## src/rtl/simd_vit_pkg.sv

```systemverilog
package simd_vit_pkg;

  typedef enum logic [2:0] {
    OP_PADD = 3'd0,
    OP_PSUB = 3'd1,
    OP_PMAX = 3'd2,
    OP_PMIN = 3'd3,
    OP_PSRA = 3'd4
  } simd_op_e;

  // True for the opcodes that log decisions into the history register
  function automatic logic is_cmp_op(input logic [2:0] op);
    return (op == OP_PMAX) || (op == OP_PMIN);
  endfunction

endpackage

```

## src/rtl/simd_lane.sv

```systemverilog
module simd_lane
  import simd_vit_pkg::*;
#(
  parameter int LANE_W = 16
) (
  input  logic [2:0]        op,
  input  logic [LANE_W-1:0] a,
  input  logic [LANE_W-1:0] b,
  input  logic              shamt,
  output logic [LANE_W-1:0] res,
  output logic              dec
);

  // Arithmetic helpers, kept as functions so the intent is readable
  function automatic logic [LANE_W-1:0] wrap_add(input logic [LANE_W-1:0] x,
                                                 input logic [LANE_W-1:0] y);
    return x + y;
  endfunction

  function automatic logic [LANE_W-1:0] wrap_sub(input logic [LANE_W-1:0] x,
                                                 input logic [LANE_W-1:0] y);
    return x - y;
  endfunction

  function automatic logic [LANE_W-1:0] sra_lane(input logic [LANE_W-1:0] x,
                                                 input logic by_two);
    logic signed [LANE_W-1:0] sx;
    sx = x;
    return by_two ? LANE_W'(sx >>> 2) : LANE_W'(sx >>> 1);
  endfunction

  logic b_gt_a;
  logic b_lt_a;

  assign b_gt_a = $signed(b) > $signed(a);
  assign b_lt_a = $signed(b) < $signed(a);

  always_comb begin
    res = '0;
    dec = 1'b0;
    case (op)
      OP_PADD: res = wrap_add(a, b);
      OP_PSUB: res = wrap_sub(a, b);
      OP_PMAX: begin
        dec = b_gt_a;
        res = b_gt_a ? b : a;
      end
      OP_PMIN: begin
        dec = b_lt_a;
        res = b_lt_a ? b : a;
      end
      OP_PSRA: res = sra_lane(a, shamt);
      default: res = '0;
    endcase
  end

endmodule

```

## src/rtl/simd_vit_hist.sv

```systemverilog
module simd_vit_hist #(
  parameter int HIST_W = 32,
  parameter int LANES  = 2,
  localparam int PTR_W = $clog2(HIST_W)
) (
  input  logic              clk,
  input  logic              rst_n,
  input  logic              wr_en,
  input  logic [LANES-1:0]  dec,
  output logic [HIST_W-1:0] hist_q,
  output logic [PTR_W-1:0]  ptr_q
);

  logic [HIST_W-1:0] hist_d;
  logic [PTR_W-1:0]  ptr_d;

  always_comb begin
    hist_d = hist_q;
    ptr_d  = ptr_q;
    if (wr_en) begin
      for (int k = 0; k < LANES; k++) begin
        hist_d[PTR_W'(ptr_q + PTR_W'(k))] = dec[k];
      end
      ptr_d = PTR_W'(ptr_q + PTR_W'(LANES));
    end
  end

  always_ff @(posedge clk) begin
    if (!rst_n) begin
      hist_q <= '0;
      ptr_q  <= '0;
    end else begin
      hist_q <= hist_d;
      ptr_q  <= ptr_d;
    end
  end

endmodule

```

## src/rtl/simd_vit_alu.sv

```systemverilog
module simd_vit_alu
  import simd_vit_pkg::*;
#(
  parameter int DATA_W = 40,
  parameter int LANE_W = 16,
  parameter int LANES  = 2,
  parameter int HIST_W = 32,
  localparam int PTR_W = $clog2(HIST_W)
) (
  input  logic              clk,
  input  logic              rst_n,
  input  logic              issue,
  input  logic [2:0]        opcode,
  input  logic [DATA_W-1:0] opnd_a,
  input  logic [DATA_W-1:0] opnd_b,
  input  logic              shamt,
  output logic [DATA_W-1:0] result,
  output logic [HIST_W-1:0] hist,
  output logic [PTR_W-1:0]  hist_ptr
);

  localparam int PACK_W  = LANES * LANE_W;
  localparam int GUARD_W = DATA_W - PACK_W;

  // Named internal events for the checker
  logic [PACK_W-1:0] packed_res;
  logic [LANES-1:0]  lane_dec;
  logic              cmp_fire;

  // Guard bits of the operands take no part in packed operations
  logic guard_in_unused;
  assign guard_in_unused = ^{opnd_a[DATA_W-1:PACK_W], opnd_b[DATA_W-1:PACK_W]};

  for (genvar g = 0; g < LANES; g++) begin : g_lane
    simd_lane #(
      .LANE_W(LANE_W)
    ) u_lane (
      .op   (opcode),
      .a    (opnd_a[g*LANE_W +: LANE_W]),
      .b    (opnd_b[g*LANE_W +: LANE_W]),
      .shamt(shamt),
      .res  (packed_res[g*LANE_W +: LANE_W]),
      .dec  (lane_dec[g])
    );
  end

  assign result   = {{GUARD_W{packed_res[PACK_W-1]}}, packed_res};
  assign cmp_fire = issue & is_cmp_op(opcode);

  simd_vit_hist #(
    .HIST_W(HIST_W),
    .LANES (LANES)
  ) u_hist (
    .clk   (clk),
    .rst_n (rst_n),
    .wr_en (cmp_fire),
    .dec   (lane_dec),
    .hist_q(hist),
    .ptr_q (hist_ptr)
  );

endmodule

```

## config.mk

```make
export PLATFORM = sky130hd
export DESIGN_NAME = simd_vit_alu
export DESIGN_NICKNAME = d
export VERILOG_FILES = /design/src/rtl/simd_vit_pkg.sv /design/src/rtl/simd_lane.sv /design/src/rtl/simd_vit_hist.sv /design/src/rtl/simd_vit_alu.sv
export SDC_FILE = /design/constraint.sdc
export NUM_CORES = 1
export LEC_CHECK = 0
export BUFFER_PORTS_ARGS = -buffer_cell sky130_fd_sc_hd__buf_2
export CAP_MARGIN = 5
export CORE_MARGIN = 3
export CORE_UTILIZATION = 54
export CTS_CLUSTER_SIZE = 8
export DETAILED_ROUTE_END_ITERATION = 8
export PLACE_DENSITY = 0.83
export SLEW_MARGIN = 40
export SYNTH_ARGS = -nofsm -noshare
export SYNTH_HDL_FRONTEND = slang
export SYNTH_SLANG_ARGS = --single-unit
export TNS_END_PERCENT = 20
```

## constraint.sdc

```tcl
create_clock -name clk -period 6.5 [get_ports clk]
set_input_delay 0.325 -clock clk [delete_from_list [all_inputs] [get_ports clk]]
set_output_delay 0.325 -clock clk [all_outputs]
set_load 0.02 [all_outputs]
```

# [After elaboration in Yosys (flattened, before gate mapping)]
# Cells that the tools add are included.
[classes] n_addsub=6 magnitude_cmp=8 n_eq_ne=4 mux=16 bitwise_logic=1 n_reduce_logical=4
[op_table] operator="$pmux W16 S5" n=2
[op_table] operator="$bwmux W32" n=2
[op_table] operator="$mux W16" n=4
[op_table] operator="$add A16 B16 Y16" n=2
[op_table] operator="$gt A16 B16 Y1" n=2
[op_table] operator="$lt A16 B16 Y1" n=2
[op_table] operator="$sub A16 B16 Y16" n=2
[op_table] operator="$mux W14" n=2
[op_table] operator="$lt A5 B6 Y1 const B" n=2
[op_table] operator="$demux W1 S5" n=2
[op_table] operator="$ge A5 B1 Y1 const B" n=2
[op_table] operator="$eq A3 B2 Y1 const B" n=2
[op_table] operator="$add A5 B1 Y5 const B" n=1
[op_table] operator="$add A5 B2 Y5 const B" n=1
[op_table] operator="$pmux W1 S2" n=2
[op_table] operator="$eq A3 B1 Y1 const B" n=1
[op_table] operator="$eq A3 B3 Y1 const B" n=1
[op_table] operator="$logic_not A3 Y1" n=1
[op_table] operator="$logic_and A1 B1 Y1" n=2
[op_table] operator="$mux W1" n=2
[op_table] operator="$and A1 B1 Y1" n=1
[op_table] operator="$logic_or A1 B1 Y1" n=1
[word_totals] regBits=37 input_bits=87 output_inout_bits=77 elab_cells=41

# [Longest topological paths before layout]
[depth] ltp_word=6 mapped_depth=16 depth_no_buf=16

# [Cells and area by module]
# A second synthesis with hierarchy kept.
[hier_totals] cells_unflattened=732 hier_area_um2=5769.3
[by_module_without_submodules] module="simd_lane at g_lane[1].u_lane" instances=1 cells_per_inst=291 area_each_um2=2052.0 seq_area_each_um2=0.0
[by_module_without_submodules] module="simd_lane at g_lane[0].u_lane" instances=1 cells_per_inst=283 area_each_um2=2001.9 seq_area_each_um2=0.0
[by_module_without_submodules] module="simd_vit_hist" instances=1 cells_per_inst=149 area_each_um2=1646.6 seq_area_each_um2=720.7
[by_module_without_submodules] module="simd_vit_alu" instances=1 cells_per_inst=9 area_each_um2=68.8 seq_area_each_um2=0.0

# [Least setup slack after synthesis]
# Ideal clock, no wire load.
[synth_timing] path_kind="input to output" start="input opcode[1]" end="output result[32]" arrival_ns=3.715 required_time_ns=6.175 path_slack_ns=2.460 stages=16 n_path_buf=3 path_cell_list="nor2_1 and2_1 clkbuf_1 clkbuf_1 nor2_1 xnor2_1 ha_1 o21a_1 o31a_1 o41ai_1 nor3b_1 nor3_1 nand4_1 mux2i_1 a211o_1 buf_4"
[synth_between] elab_chain_cells=2 word_cells_on_any_way=6 classes_between="eq/ne (4); mux (1); reduce/logical (1)"
[synth_lines] item="from (decl)" line="simd_vit_alu.sv:13" text="input logic [2:0] opcode,"
[synth_lines] item="$eq A3 B3 Y1 (tied with other cells)" line="simd_lane.sv:41" text="case (op)"
[synth_lines] item="$pmux W16 S5 *" line="simd_lane.sv:41"
[synth_lines] item="to (decl)" line="simd_vit_alu.sv:17" text="output logic [DATA_W-1:0] result,"
# Every way passes the cells marked *; elsewhere a longest branch is shown, timed or not.

# [Worst setup path after layout]
[layout_timing] start="input opcode[1]" end="output result[28]"
# Same word-level chain as after synthesis.

==> reports/qor.yml <==
grt_usage_pct: 26.3
antennaDiodeCount: 0
coreArea_um2: 10400
io_pins: 164
yosys.area.top_type: "ha_1"
p_clk_share_pct: 15.1
synthTopCellsByArea: "ha_1 15%, dfxtp_1 12%, mux2i_1 11%, a21oi_1 6.2%, xnor2_1 5.7%"
synth_top_area_share_pct: 14.7
worst_r2r_startpoint: "u_hist.ptr_q[1]"
drc: 0
worstMarginPinSlew_ns: 0.852
synth_nets: 944
layout.nets: 1048
place_congestion: 0.944
internal_power_uw: 537
area_growth_syn_to_layout_pct: 13.4
reg2reg_to: "u_hist.hist_q[0]"
cts_tree: "yes"
cts_setup_buffers: 0
p_leak_nw: 3.14
fin_skew_ns: 0.00456
drt-initial-drc-count: 525
clock_latency_ns: 0.29
start_util_pct: 56.0
reg2reg_slack_ns: 4.96
vias: 6180
grt_overflow: 0
holdPathStages: 2
synthTopCellsByCount: "72 x a21oi_1, 70 x nor2_1, 68 x ha_1"
critPathKind: "in2out"
outcome: "finished clean"
tns_ns: 0
start_kind: "input port"
grt_pass1_vias: 5492
viasPerCell: 6.02
h-tree-depth: 2
dr.pass1.iters: 5
maxSlewViolCount: 0
fmax_mhz: 229
min_period_ns: 4.38
wl_um: 16300
die_y_um: 110
ir_worst_vdd_mv: 0.164
cts.path.max_buffers: 2
synth_edf_count: 0
antenna_found_initial: 0
end_kind: "primary output"
p_per_area_nw_per_um2: 147
sequentialPowerShare_pct: 22.9
synth_seq_area_share_pct: 12.4
io_buffers: 146
netlist_area_um2: 5810
arrival_ns: 4.05
path_clk_slew_ns: 0.07
hold_buffers: 0
dp_hpwl_um: 12400
pwr-share-comb_pct: 62.0
wl_per_cell_um: 15.9
hp-class: "reg2reg"
synth_cells: 787
grt_pass1_wl_um: 25900
die_area_um2: 12000
async_reset_ff_share_pct: 0
power.switching_uw: 433
rsz0062_at_grt: "false"
crit_path_max_fanout: 18
die-width_um: 110
slew_headroom_pct: 43.2
clkSinkCount: 36
rows: 37
setup_violations: 0
synth_cell_types: 70
ys.flop_type: "dfxtp_1"
hp-start: "u_hist.hist_q[23]"
p_sw_share_pct: 44.6
ant_nets: 0
cts_resized: 0
hold_violations: 0
cts-root-buf: "clkbuf_8"
cts_inserted_buffers: 5
crit_required_ns: 6.17
grt_max_degree: 38
power.total_uw: 970
period_share_pct: 67.3
synth_area_per_cell_um2: 7.38
synth-seq-cells: 36
cap_violations: 0
drive_above_1_share_pct: 19.5
synthMostInstantiatedCell: "a21oi_1"
holdPathEnd: "u_hist.hist_q[23]"
ff2ff_path_depth: 6
ys.warnings.count: 0
==> registers in the layout, indices dropped and copies added (netlist names) <==
register and cells:
u_hist.hist_q 32, u_hist.ptr_q 4
==> layout make-up <==
| class | count | area, um2 |
|---|---|---|
| Tap cell | 136 | 170 |
| Clock buffer | 6 | 72.6 |
| Inverter | 46 | 173 |
| Timing Repair Buffer | 147 | 741 |
| Clock inverter | 1 | 5.00 |
| Sequential cell | 36 | 721 |
| Multi-Input combinational cell | 655 | 4700 |
| Fill cell | 948 | 3790 |
==> cell families (layout without fill, tap and decap cells) <==
group / after synthesis / after routing / share of synthesized area [%]
flops: 36 / 36 / 12.4
xor+xnor: 57 / 57 / 8.92
simple gates: 231 / 231 / 18.8
compound gates: 230 / 230 / 25.8
buf+inv: 96 / 200 / 7.16
fa+ha+maj: 70 / 70 / 15.3
other cells: 1 / 1 / 0.0646
mux: 66 / 66 / 11.5
==> worst max-delay path, stage by stage <==
cell and delay, ns:
buf_2 0.11, nor2_1 0.09, buf_4 0.27, nand2_1 0.34, mux2i_1 0.26, fa_1 0.49, a211o_1 0.31, o211ai_1 0.15
a21oi_1 0.15, o41ai_1 0.61, o21ai_0 0.28, xor2_1 0.19, a221o_1 0.29, buf_2 0.16
==> layer usage <==
| metal | part of all wire [%] | GRT usage (%) | up-vias |
|---|---|---|---|
| met5 | 0 | 0 | - |
| met4 | 1.4 | 5.34 | 0 |
| met3 | 7.2 | 2.94 | 22 |
| met2 | 47 | 44.0 | 233 |
| met1 | 45 | 36.5 | 2856 |
| li1 | - | - | 3069 |
==> stage by stage <==
stage / area (um2) / util (%) / setup slack, ns / cells / hold slack [ns]
3_3_place_gp: 6480 / 62.5 / 2.05 / 1020 / 0.442
3_5_place_dp: 6500 / 62.7 / 1.97 / 1020 / 0.446
4_1_cts: 6580 / 63.4 / 1.96 / 1027 / 0.459
2_1_floorplan: 5810 / - / 2.46 / 787 / 0.533
5_1_grt: 6580 / 63.5 / 1.82 / 1027 / 0.479
6_report: 6580 / 63.5 / 2.12 / 1027 / 0.455
==> how the worst max path moves through the flow <==
stage | startpoint | depth (start not counted) | endpoint
2_1_floorplan | opcode[1] | 16 | result[32]
4_1_cts | opcode[1] | 15 | result[28]
3_5_place_dp | opcode[1] | 15 | result[28]
6_report | opcode[1] | 14 | result[28]
3_3_place_gp | opcode[1] | 15 | result[28]
5_1_grt | opcode[1] | 14 | result[28]
==> power by group through the flow <==
stage	Clock (mW)	Combinational [mW]	Sequential, mW
floorplan	0	0.449	0.229
global placement	0	0.582	0.227
detailed placement	0	0.592	0.227
CTS	0.149	0.595	0.223
global route	0.157	0.661	0.223
finish	0.146	0.601	0.222
==> placed cells by master (no fill, tap or decap), types with 8 or more instances in the layout <==
cell type | netlist | final
a21oi_1 | 72 | 71
a221o_1 | 14 | 14
buf_2 | 5 | 145
dfxtp_1 | 36 | 36
ha_1 | 68 | 68
inv_1 | 46 | 46
mux2i_1 | 61 | 60
nand2_1 | 66 | 64
nand2b_1 | 12 | 12
nand3_1 | 11 | 11
nand4_1 | 8 | 8
nor2_1 | 70 | 70
nor2b_1 | 11 | 11
nor3_1 | 25 | 25
o21ai_0 | 48 | 48
o221ai_1 | 14 | 14
o22ai_1 | 13 | 13
xnor2_1 | 38 | 37
xor2_1 | 18 | 18
(Power assumes the default switching activity.)
